--- src/rtl/gpio_setclr_bank_pkg.sv ---
package gpio_setclr_bank_pkg;
    localparam int unsigned REG_ADDR_W = 8;
    localparam int unsigned SYNC_DEPTH = 2;

    typedef enum logic [REG_ADDR_W-1:0] {
        REG_DATA_OUT = 8'h00,
        REG_DATA_IN  = 8'h04,
        REG_DIR      = 8'h08,
        REG_BIT_SET  = 8'h10,
        REG_BIT_CLR  = 8'h14
    } reg_addr_e;
endpackage

--- src/rtl/gpio_setclr_bank_regs.sv ---
module gpio_setclr_bank_regs
    import gpio_setclr_bank_pkg::*;
#(
    parameter int unsigned PINS = 32
) (
    input  logic                  clk,
    input  logic                  rst_n,
    input  logic                  wr_en,
    input  logic [REG_ADDR_W-1:0] addr,
    input  logic [PINS-1:0]       wdata,
    input  logic [PINS-1:0]       din_view,
    output logic [PINS-1:0]       dout_q,
    output logic [PINS-1:0]       dir_q,
    output logic [PINS-1:0]       rdata
);
    logic [PINS-1:0] dout_nxt;
    logic [PINS-1:0] dir_nxt;

    always_comb begin
        dout_nxt = dout_q;
        dir_nxt  = dir_q;
        if (wr_en) begin
            case (addr)
                REG_DATA_OUT: dout_nxt = wdata;
                REG_BIT_SET:  dout_nxt = dout_q | wdata;
                REG_BIT_CLR:  dout_nxt = dout_q & ~wdata;
                REG_DIR:      dir_nxt  = wdata;
                default: ;
            endcase
        end
    end

    always_ff @(posedge clk or negedge rst_n) begin
        if (!rst_n) begin
            dout_q <= '0;
            dir_q  <= '0;
        end else begin
            dout_q <= dout_nxt;
            dir_q  <= dir_nxt;
        end
    end

    always_comb begin
        case (addr)
            REG_DATA_OUT: rdata = dout_q;
            REG_DATA_IN:  rdata = din_view;
            REG_DIR:      rdata = dir_q;
            default:      rdata = '0;
        endcase
    end

    // ones written to the set address end up high, zeros leave bits alone
    assert_set_bits_R4: assert property (@(posedge clk) disable iff (!rst_n)
        (wr_en && addr == REG_BIT_SET) |=>
            ((dout_q & $past(wdata)) == $past(wdata)) &&
            ((dout_q & ~$past(wdata)) == ($past(dout_q) & ~$past(wdata))));

    // ones written to the clear address end up low, zeros leave bits alone
    assert_clear_bits_R5: assert property (@(posedge clk) disable iff (!rst_n)
        (wr_en && addr == REG_BIT_CLR) |=>
            ((dout_q & $past(wdata)) == '0) &&
            ((dout_q & ~$past(wdata)) == ($past(dout_q) & ~$past(wdata))));

    // the direction write lands in the next cycle
    assert_dir_load_R3: assert property (@(posedge clk) disable iff (!rst_n)
        (wr_en && addr == REG_DIR) |=> dir_q == $past(wdata));

    // a write to the input or an unmapped address disturbs no storage
    assert_no_stray_write_R7: assert property (@(posedge clk) disable iff (!rst_n)
        (wr_en && addr != REG_DATA_OUT && addr != REG_BIT_SET &&
         addr != REG_BIT_CLR && addr != REG_DIR) |=>
            $stable(dout_q) && $stable(dir_q));
endmodule

--- src/rtl/gpio_setclr_bank_sync.sv ---
module gpio_setclr_bank_sync
    import gpio_setclr_bank_pkg::*;
#(
    parameter int unsigned PINS = 32
) (
    input  logic            clk,
    input  logic            rst_n,
    input  logic [PINS-1:0] d,
    output logic [PINS-1:0] q
);
    logic [PINS-1:0] stage [SYNC_DEPTH];

    genvar s;
    generate
        for (s = 0; s < SYNC_DEPTH; s++) begin : g_stage
            always_ff @(posedge clk or negedge rst_n) begin
                if (!rst_n) stage[s] <= '0;
                else if (s == 0) stage[s] <= d;
                else stage[s] <= stage[(s == 0) ? 0 : s-1];
            end
        end
    endgenerate

    assign q = stage[SYNC_DEPTH-1];

    logic [1:0] warm;
    always_ff @(posedge clk or negedge rst_n) begin
        if (!rst_n) warm <= '0;
        else if (warm != 2'd2) warm <= warm + 2'd1;
    end

    // synchronised value equals the pad two edges earlier
    assert_sync_latency_R6: assert property (@(posedge clk) disable iff (!rst_n)
        (warm == 2'd2) |-> q == $past(d, 2));
endmodule

--- src/rtl/gpio_setclr_bank_padmux.sv ---
module gpio_setclr_bank_padmux #(
    parameter int unsigned PINS = 32
) (
    input  logic [PINS-1:0] sel,
    input  logic [PINS-1:0] gpio_out,
    input  logic [PINS-1:0] gpio_oe,
    input  logic [PINS-1:0] alt_out,
    input  logic [PINS-1:0] alt_oe,
    input  logic [PINS-1:0] pad_in,
    input  logic [PINS-1:0] sync_in,
    output logic [PINS-1:0] pad_out,
    output logic [PINS-1:0] pad_oe,
    output logic [PINS-1:0] alt_in,
    output logic [PINS-1:0] gpio_in
);
    genvar p;
    generate
        for (p = 0; p < PINS; p++) begin : g_pin
            assign pad_out[p] = sel[p] ? alt_out[p] : gpio_out[p];
            assign pad_oe[p]  = sel[p] ? alt_oe[p]  : gpio_oe[p];
            assign alt_in[p]  = sel[p] & pad_in[p];
            assign gpio_in[p] = ~sel[p] & sync_in[p];
        end
    endgenerate
endmodule

--- src/rtl/gpio_setclr_bank.sv ---
module gpio_setclr_bank
    import gpio_setclr_bank_pkg::*;
#(
    parameter int unsigned PINS = 32
) (
    input  logic                  clk,
    input  logic                  rst_n,
    input  logic                  wr_en,
    input  logic [REG_ADDR_W-1:0] addr,
    input  logic [PINS-1:0]       wdata,
    output logic [PINS-1:0]       rdata,
    input  logic [PINS-1:0]       pad_in,
    output logic [PINS-1:0]       pad_out,
    output logic [PINS-1:0]       pad_oe,
    input  logic [PINS-1:0]       alt_sel,
    input  logic [PINS-1:0]       alt_out,
    input  logic [PINS-1:0]       alt_oe,
    output logic [PINS-1:0]       alt_in
);
    logic [PINS-1:0] dout_q, dir_q, sync_q, din_view;

    gpio_setclr_bank_regs #(.PINS(PINS)) u_regs (
        .clk(clk), .rst_n(rst_n), .wr_en(wr_en), .addr(addr), .wdata(wdata),
        .din_view(din_view), .dout_q(dout_q), .dir_q(dir_q), .rdata(rdata)
    );

    gpio_setclr_bank_sync #(.PINS(PINS)) u_sync (
        .clk(clk), .rst_n(rst_n), .d(pad_in), .q(sync_q)
    );

    gpio_setclr_bank_padmux #(.PINS(PINS)) u_mux (
        .sel(alt_sel), .gpio_out(dout_q), .gpio_oe(dir_q),
        .alt_out(alt_out), .alt_oe(alt_oe), .pad_in(pad_in), .sync_in(sync_q),
        .pad_out(pad_out), .pad_oe(pad_oe), .alt_in(alt_in), .gpio_in(din_view)
    );
endmodule

--- config.mk ---
export PLATFORM = sky130hd
export DESIGN_NAME = gpio_setclr_bank
export DESIGN_NICKNAME = d
export VERILOG_FILES = /design/src/rtl/gpio_setclr_bank_pkg.sv /design/src/rtl/gpio_setclr_bank_regs.sv /design/src/rtl/gpio_setclr_bank_sync.sv /design/src/rtl/gpio_setclr_bank_padmux.sv /design/src/rtl/gpio_setclr_bank.sv
export SDC_FILE = /design/constraint.sdc
export NUM_CORES = 1
export LEC_CHECK = 0
export BUFFER_PORTS_ARGS = -buffer_cell sky130_fd_sc_hd__buf_4
export CAP_MARGIN = 30
export CORE_AREA = 2 2 123 125
export DETAILED_ROUTE_END_ITERATION = 16
export DIE_AREA = 0 0 125 127
export PLACE_DENSITY = 0.8
export SYNTH_ARGS = -nofsm -noshare
export SYNTH_HDL_FRONTEND = slang
export SYNTH_SLANG_ARGS = --single-unit
--- constraint.sdc ---
create_clock -name clk -period 1.9 [get_ports clk]
set_input_delay 0.19 -clock clk [delete_from_list [all_inputs] [get_ports clk]]
set_output_delay 0.19 -clock clk [all_outputs]
set_load 0.03 [all_outputs]
==> impl_metrics.py, run 1 <==
metrics = {
    "synthesis": {
        "yosysSeqAreaShare_pct": 47.06,
        "syn-instance-count": 632,
        "syn-num-nets": 803,
        "yosysUniqueCellTypes": 22,
        "synth-main-ff-cell": "dfrtp_1",
        "synth_area_mm2": 0.006807,
        "ys_ff_latch": 128,
        "synth-edff-count": 0,
        "synth.avg_cell_area_um2": 10.77,
        "synth_warnings": 0,
        "synth-async-reset-ratio_pct": 100.0,
    },
    "cells_and_area": {
        "drive_gt1_share_pct": 49.43,
        "seq_area_mm2": 0.003203,
        "num-nets-final": 1123,
        "fin_cells": 1148,
        "multi_input_area_mm2": 0.003752,
        "fillCellCount": 1036,
        "syn2layout_area_growth_pct": 55.28,
    },
    "worst_setup_path": {
        "rrSetupSlack_ns": 0.95,
        "crit_cells": 6,
        "crit_path_max_fanout": 12,
        "worstPathCellList": "buf_4, or4_4, or2_4, buf_12, a21oi_2, buf_4",
        "slowest_delay_ns": 0.57,
        "path_buf_inv": 3,
        "worstPathArrival_ns": 1.65,
        "critical_path.top_delay_family": "simple AND/OR/NAND/NOR gates",
        "reg2reg_to": "u_regs.dout_q[13]",
        "crit_top_cell": "buf_4",
        "startpoint_type": "input port",
        "cp-endpoint": "rdata[11]",
        "r2r_cells": 2,
        "slowest_stage": "or4_4",
        "path_class": "input port to output port",
        "cp-end-kind": "output port",
        "cp-startpoint": "addr[7]",
        "rr_startpoint": "u_regs.dout_q[13]",
        "worstPathRequired_ns": 1.71,
    },
    "global_routing": {
        "grt_pass1_wl_um": 32900,
        "grt_usage_pct": 26.05,
        "grt_pass1_vias": 6353,
        "antenna_found_initial": 1,
        "grt_start_max_net_pins": 51,
        "grt_overflow": 0,
    },
    "cts": {
        "cts_buffers": 17,
        "clock-root-buffer": "clkbuf_16",
        "cts_setup_buffers": 0,
        "htree_levels": 4,
        "clk_pin_slew_ns": 0.05,
        "cts.sinks": 128,
        "cts_tree": "done",
        "clk_latency_ns": 0.41,
        "max-clock-path-buffers": 2,
    },
    "power_and_ir_drop": {
        "p_clk_share_pct": 42.9,
        "vdd_drop_max_uv": 522.5,
        "power_density_mw_per_mm2": 708.9,
        "cell_internal_pwr_w": 0.005631,
        "seqPwrFrac_pct": 38.6,
        "comb_power_share_pct": 18.5,
        "power_leakage_nw": 4.657,
        "sw_frac_of_total_pct": 24.84,
        "switchingPower_w": 0.001861,
    },
    "route": {
        "num_vias": 6143,
        "vias_per_cell": 5.351,
        "wl_um": 20810,
        "drtAntennaViolNets": 0,
        "drtPass1Iterations": 4,
        "wire_per_inst_um": 18.13,
        "drc": 0,
        "drt-initial-drc-count": 313,
    },
    "floorplanning": {
        "num_io_pins": 299,
        "core_area_mm2": 0.01442,
        "rows": 44,
        "die-area_mm2": 0.01588,
        "die_y_um": 127,
        "start_util_pct": 47.19,
        "dieWidth_um": 125,
    },
    "sta": {
        "final_hold_viol_count": 0,
        "post-route-min-period_ns": 1.838,
        "maxSlewHeadroom_pct": 48.36,
        "post-route-period-util_pct": 96.75,
        "setup_violations": 0,
        "worst_pin_slew_ns": 0.7730,
        "fmax_mhz": 544.0,
        "rsz0062_at_grt": "false",
        "holdWs_ns": 0.02636,
        "skew_ns": 0.004367,
        "finalMaxSlewViolations": 0,
    },
    "outcome": {
        "status": "finished, final reports clean",
    },
    "placed_design": {
        "gp_routability_congestion": 0.7827,
        "io_buffer_count": 298,
        "placed_cells": 1084,
        "dp.final_hpwl_um": 14430,
    },
    "flow_run": {
        "cap_viol_max_count": 0,
    },
    "hold_path": {
        "min_path_type": "input port to flip-flop",
    },
}
## repair_timing
| action | in CTS | in global routing |
|---|---|---|
| setup endpoints to repair | 0 | 2 |
| hold endpoints to repair | 61 | 0 |
| hold buffers | 33 | 0 |
| gates resized for setup | 0 | 2 |
## flip-flops by register name (all words and copies together) (netlist names)
name,count
u_regs.dir_q,32
u_regs.dout_q,32
u_sync.q,32
u_sync.stage,32
## worst min path at each step
stage | startpoint | to | slack, ns | depth (start not counted)
CTS | wdata[20] | u_regs.dir_q[20] | 0.01 | 2
global placement | rst_n | u_sync.q[21] | 0.15 | 1
finish | wdata[20] | u_regs.dir_q[20] | 0.03 | 2
detailed placement | rst_n | u_sync.q[21] | 0.16 | 1
floorplan | rst_n | u_regs.dir_q[0] | -0.11 | 0
global route | wdata[4] | u_regs.dir_q[4] | 0.02 | 2
## metrics by stage
| stage | setup WS (ns) | power, W | TNS (ns) | area (µm²) | utilization (%) |
|---|---|---|---|---|---|
| after floorplan | -0.03229 | 0.003624 | -0.9917 | 7156 | - |
| after global placement | 0.01668 | 0.004244 | 0 | 9651 | 66.91 |
| after detailed placement | -0.01936 | 0.004263 | -0.1544 | 9651 | 66.91 |
| after CTS | 0.02199 | 0.007551 | 0 | 10560 | 73.20 |
| after global routing | 0.01720 | 0.007789 | 0 | 10570 | 73.27 |
| final | 0.06181 | 0.007492 | 0 | 10570 | 73.27 |
## power groups by stage
stage,clock network [W],logic [W],registers (W)
6_report,0.00322,0.00138,0.00289
5_1_grt,0.00341,0.00148,0.00290
4_1_cts,0.00327,0.00139,0.00289
3_5_place_dp,0,0.00133,0.00294
3_3_place_gp,0,0.00131,0.00293
2_1_floorplan,0,0.000709,0.00291
## worst register-to-register path, delay by kind of cell (launching register included)
kind | cells | cell delay (ns)
flops | 1 | 0.42
compound gates | 2 | 0.40
## final cells by class
| type | count | share of cell area, % |
|---|---|---|
| multi-input cells | 456 | 35.50 |
| flip-flops and latches | 128 | 30.31 |
| repair buffers | 349 | 26.52 |
| clock buffers | 23 | 4.428 |
| well taps | 184 | 2.178 |
| clock inverters | 7 | 1.042 |
| diodes | 1 | 0.02368 |
## Yosys cell counts (3+ instances only)
cell type	instances	area (µm²)
a211o_1	32	280.3
a21oi_1	32	160.2
and2_1	32	200.2
o21a_1	32	240.2
buf_6	5	56.30
nor2b_1	65	406.6
clkbuf_1	40	150.1
dfrtp_1	128	3203
mux2_2	95	1070
and3b_1	32	280.3
o21ai_0	32	160.2
nand2_1	32	120.1
nand2b_1	33	206.5
nor4_1	32	200.2
buf_2	3	15.01
## metal layers
layer  part of all wire (%)  global-route usage [%]  up-vias
li1                       -                       -     2877
met1                     41                   32.80     2986
met2                     51                   45.36      255
met3                    6.3                   5.276       25
met4                    1.4                   8.366        0
met5                      0                       0        -
## layout by cell type (no fill, tap or decap), types with 33 or more instances in the layout
cell             n
mux2_2          95
buf_4          308
dlygate4sd3_1   33
dfrtp_1        128
nor2b_1         64
## cell families after synthesis
kind of cell / Yosys count / share of synthesized area (%)
AOI/OAI and AO/OA: 128 / 12.35
buffers and inverters: 48 / 3.253
DFF: 128 / 47.06
muxes: 96 / 15.88
and+or+nand+nor: 232 / 21.45
(Power assumes the default switching activity.)
==> inputs of run 2 (changes only) <==
--- a/config.mk
+++ b/config.mk
@@ -10,7 +10,7 @@
 export CORE_AREA = 2 2 123 125
 export DETAILED_ROUTE_END_ITERATION = 16
 export DIE_AREA = 0 0 125 127
-export PLACE_DENSITY = 0.8
+export PLACE_DENSITY_LB_ADDON = 0.12
 export SYNTH_ARGS = -nofsm -noshare
 export SYNTH_HDL_FRONTEND = slang
 export SYNTH_SLANG_ARGS = --single-unit
==> run 2 against run 1 <==
Sequential power about the same. Combinational power about the same. Power decreased by 2.2%. Highest routed layer unchanged. Wire length increased by 3.5%. Hold slack got worse by 0.015 ns. Global-route usage increased by 1.0 points. Sequential share of layout area about the same. Critical path depth unchanged. Non-clock buffer count increased by 6.
==> impl_metrics.py, run 2 (synthesis gave the netlist of run 1 again) <==
metrics = {
    "sta": {
        "fin_ws_ns": 0.03566,
        "skew_ns": 0.003668,
        "maxSlewHeadroom_pct": 42.34,
        "rsz0062_at_grt": "false",
        "fmax_mhz": 536.4,
        "final_hold_viol_count": 0,
        "worst_pin_slew_ns": 0.8631,
        "post-route-period-util_pct": 98.12,
        "holdWs_ns": 0.01144,
        "post-route-min-period_ns": 1.864,
        "setup_violations": 0,
        "finalMaxSlewViolations": 0,
    },
    "route": {
        "drt-initial-drc-count": 307,
        "drtAntennaViolNets": 0,
        "met1_length_um": 8701,
        "num_vias": 6237,
        "wl_um": 21540,
        "vias_per_cell": 5.409,
        "met3_length_um": 1393,
        "drc": 0,
        "highest_layer": "met4",
        "drtPass1Iterations": 4,
        "wire_per_inst_um": 18.68,
        "route.met2.wl_um": 11190,
    },
    "global_routing": {
        "grt_usage_pct": 27.09,
        "grt_pass1_vias": 6658,
        "antenna_found_initial": 0,
        "grt_pass1_wl_um": 34420,
        "grt_start_max_net_pins": 61,
        "grt_overflow": 0,
    },
    "worst_setup_path": {
        "crit_top_cell": "buf_4",
        "crit_path_max_fanout": 16,
        "startpoint_type": "input port",
        "cp-end-kind": "output port",
        "slowest_stage": "or4_4",
        "critical_path.top_delay_family": "simple AND/OR/NAND/NOR gates",
        "path_buf_inv": 3,
        "worstPathRequired_ns": 1.71,
        "worstPathArrival_ns": 1.67,
        "path_class": "input port to output port",
        "slowest_delay_ns": 0.56,
        "worstPathCellList": "buf_4, or4_4, or2_4, buf_12, a21oi_4, buf_4",
    },
    "placed_design": {
        "placed_area_mm2": 0.009639,
        "io_buffer_count": 298,
        "place_ws_ns": -0.1254,
        "gp_routability_congestion": 0.8570,
        "dp.final_hpwl_um": 15090,
    },
    "cells_and_area": {
        "syn2layout_area_growth_pct": 55.42,
        "layout_commonest_cell": "buf_4",
        "num-nets-final": 1129,
        "fin_area_mm2": 0.01058,
        "drive_gt1_share_pct": 49.74,
        "layout_common_cells": "buf_4 (308), dfrtp_1 (128), mux2_2 (95)",
        "antennaDiodeCount": 0,
    },
    "cts": {
        "htree_levels": 4,
        "cts.sinks": 128,
        "cts_buffers": 17,
        "clock-root-buffer": "clkbuf_16",
        "cts_tree": "done",
        "clk_latency_ns": 0.42,
        "clk_pin_slew_ns": 0.05,
        "max-clock-path-buffers": 2,
    },
    "power_and_ir_drop": {
        "vdd_drop_max_uv": 608.8,
        "power_density_mw_per_mm2": 692.4,
        "power_leakage_nw": 4.665,
        "p_total_w": 0.007325,
    },
    "hold_path": {
        "min_path_type": "input port to flip-flop",
    },
    "floorplanning": {
        "dieWidth_um": 125,
        "rows": 44,
        "die-area_mm2": 0.01588,
        "num_io_pins": 299,
        "die_y_um": 127,
        "core_area_mm2": 0.01442,
        "start_util_pct": 47.19,
    },
    "outcome": {
        "status": "finished, final reports clean",
    },
    "flow_run": {
        "cap_viol_max_count": 0,
    },
}
## run 2: final cells by class
type	instances	area, µm²
Clock buffer	22	454.2
Sequential cell	128	3203
Timing Repair Buffer	355	2851
Fill cell	1018	3845
Tap cell	184	230.2
Multi-Input combinational cell	456	3750
Clock inverter	8	90.09
## run 2: final timing paths
kind,startpoint,to,slack [ns],cells past startpoint
min reg2reg,u_sync.stage[51],u_sync.q[19],0.35,0
max in group asynchronous,rst_n,u_sync.q[1],1.09,3
min in group asynchronous,rst_n,u_sync.q[22],0.20,2
max reg2reg,u_regs.dout_q[9],u_regs.dout_q[9],0.94,2
min,wdata[4],u_regs.dir_q[4],0.01,2
max,addr[1],rdata[3],0.04,6
## run 2: repair_timing
item	in CTS	in global routing
cloned	1	0
resized for setup	10	1
hold buffers	33	0
buffers inserted	1	0
hold endpoints to repair	100	0
pin swaps	2	1
setup endpoints to repair	32	4
## run 2: worst reg2reg max path: stages, from the launching register on
cell     delay (ns)
dfrtp_1        0.44
o21a_1         0.14
a211o_1        0.27
## run 2: power breakdown
group | total (W) | leakage (nW) | switching (W) | internal, W
clock network | 0.00304 | 0.273 | 0.00111 | 0.00193
logic | 0.00139 | 2.92 | 0.000701 | 0.000687
registers | 0.00289 | 1.47 | 0.0000553 | 0.00284
total | 0.00732 | 4.67 | 0.00187 | 0.00546
## run 2: layer usage
layer | GRT usage (%) | up-vias
met3 | 6.784 | 22
met5 | 0 | -
li1 | - | 2894
met2 | 47.63 | 233
met4 | 7.582 | 0
met1 | 33.33 | 3088
## run 2: metrics by stage
step,util [%],setup TNS [ns],cells
2_1_floorplan,-,-0.9917,632
3_3_place_gp,66.83,-3.581,1089
3_5_place_dp,66.83,-6.105,1089
4_1_cts,73.32,0,1153
5_1_grt,73.34,0,1153
6_report,73.34,0,1153
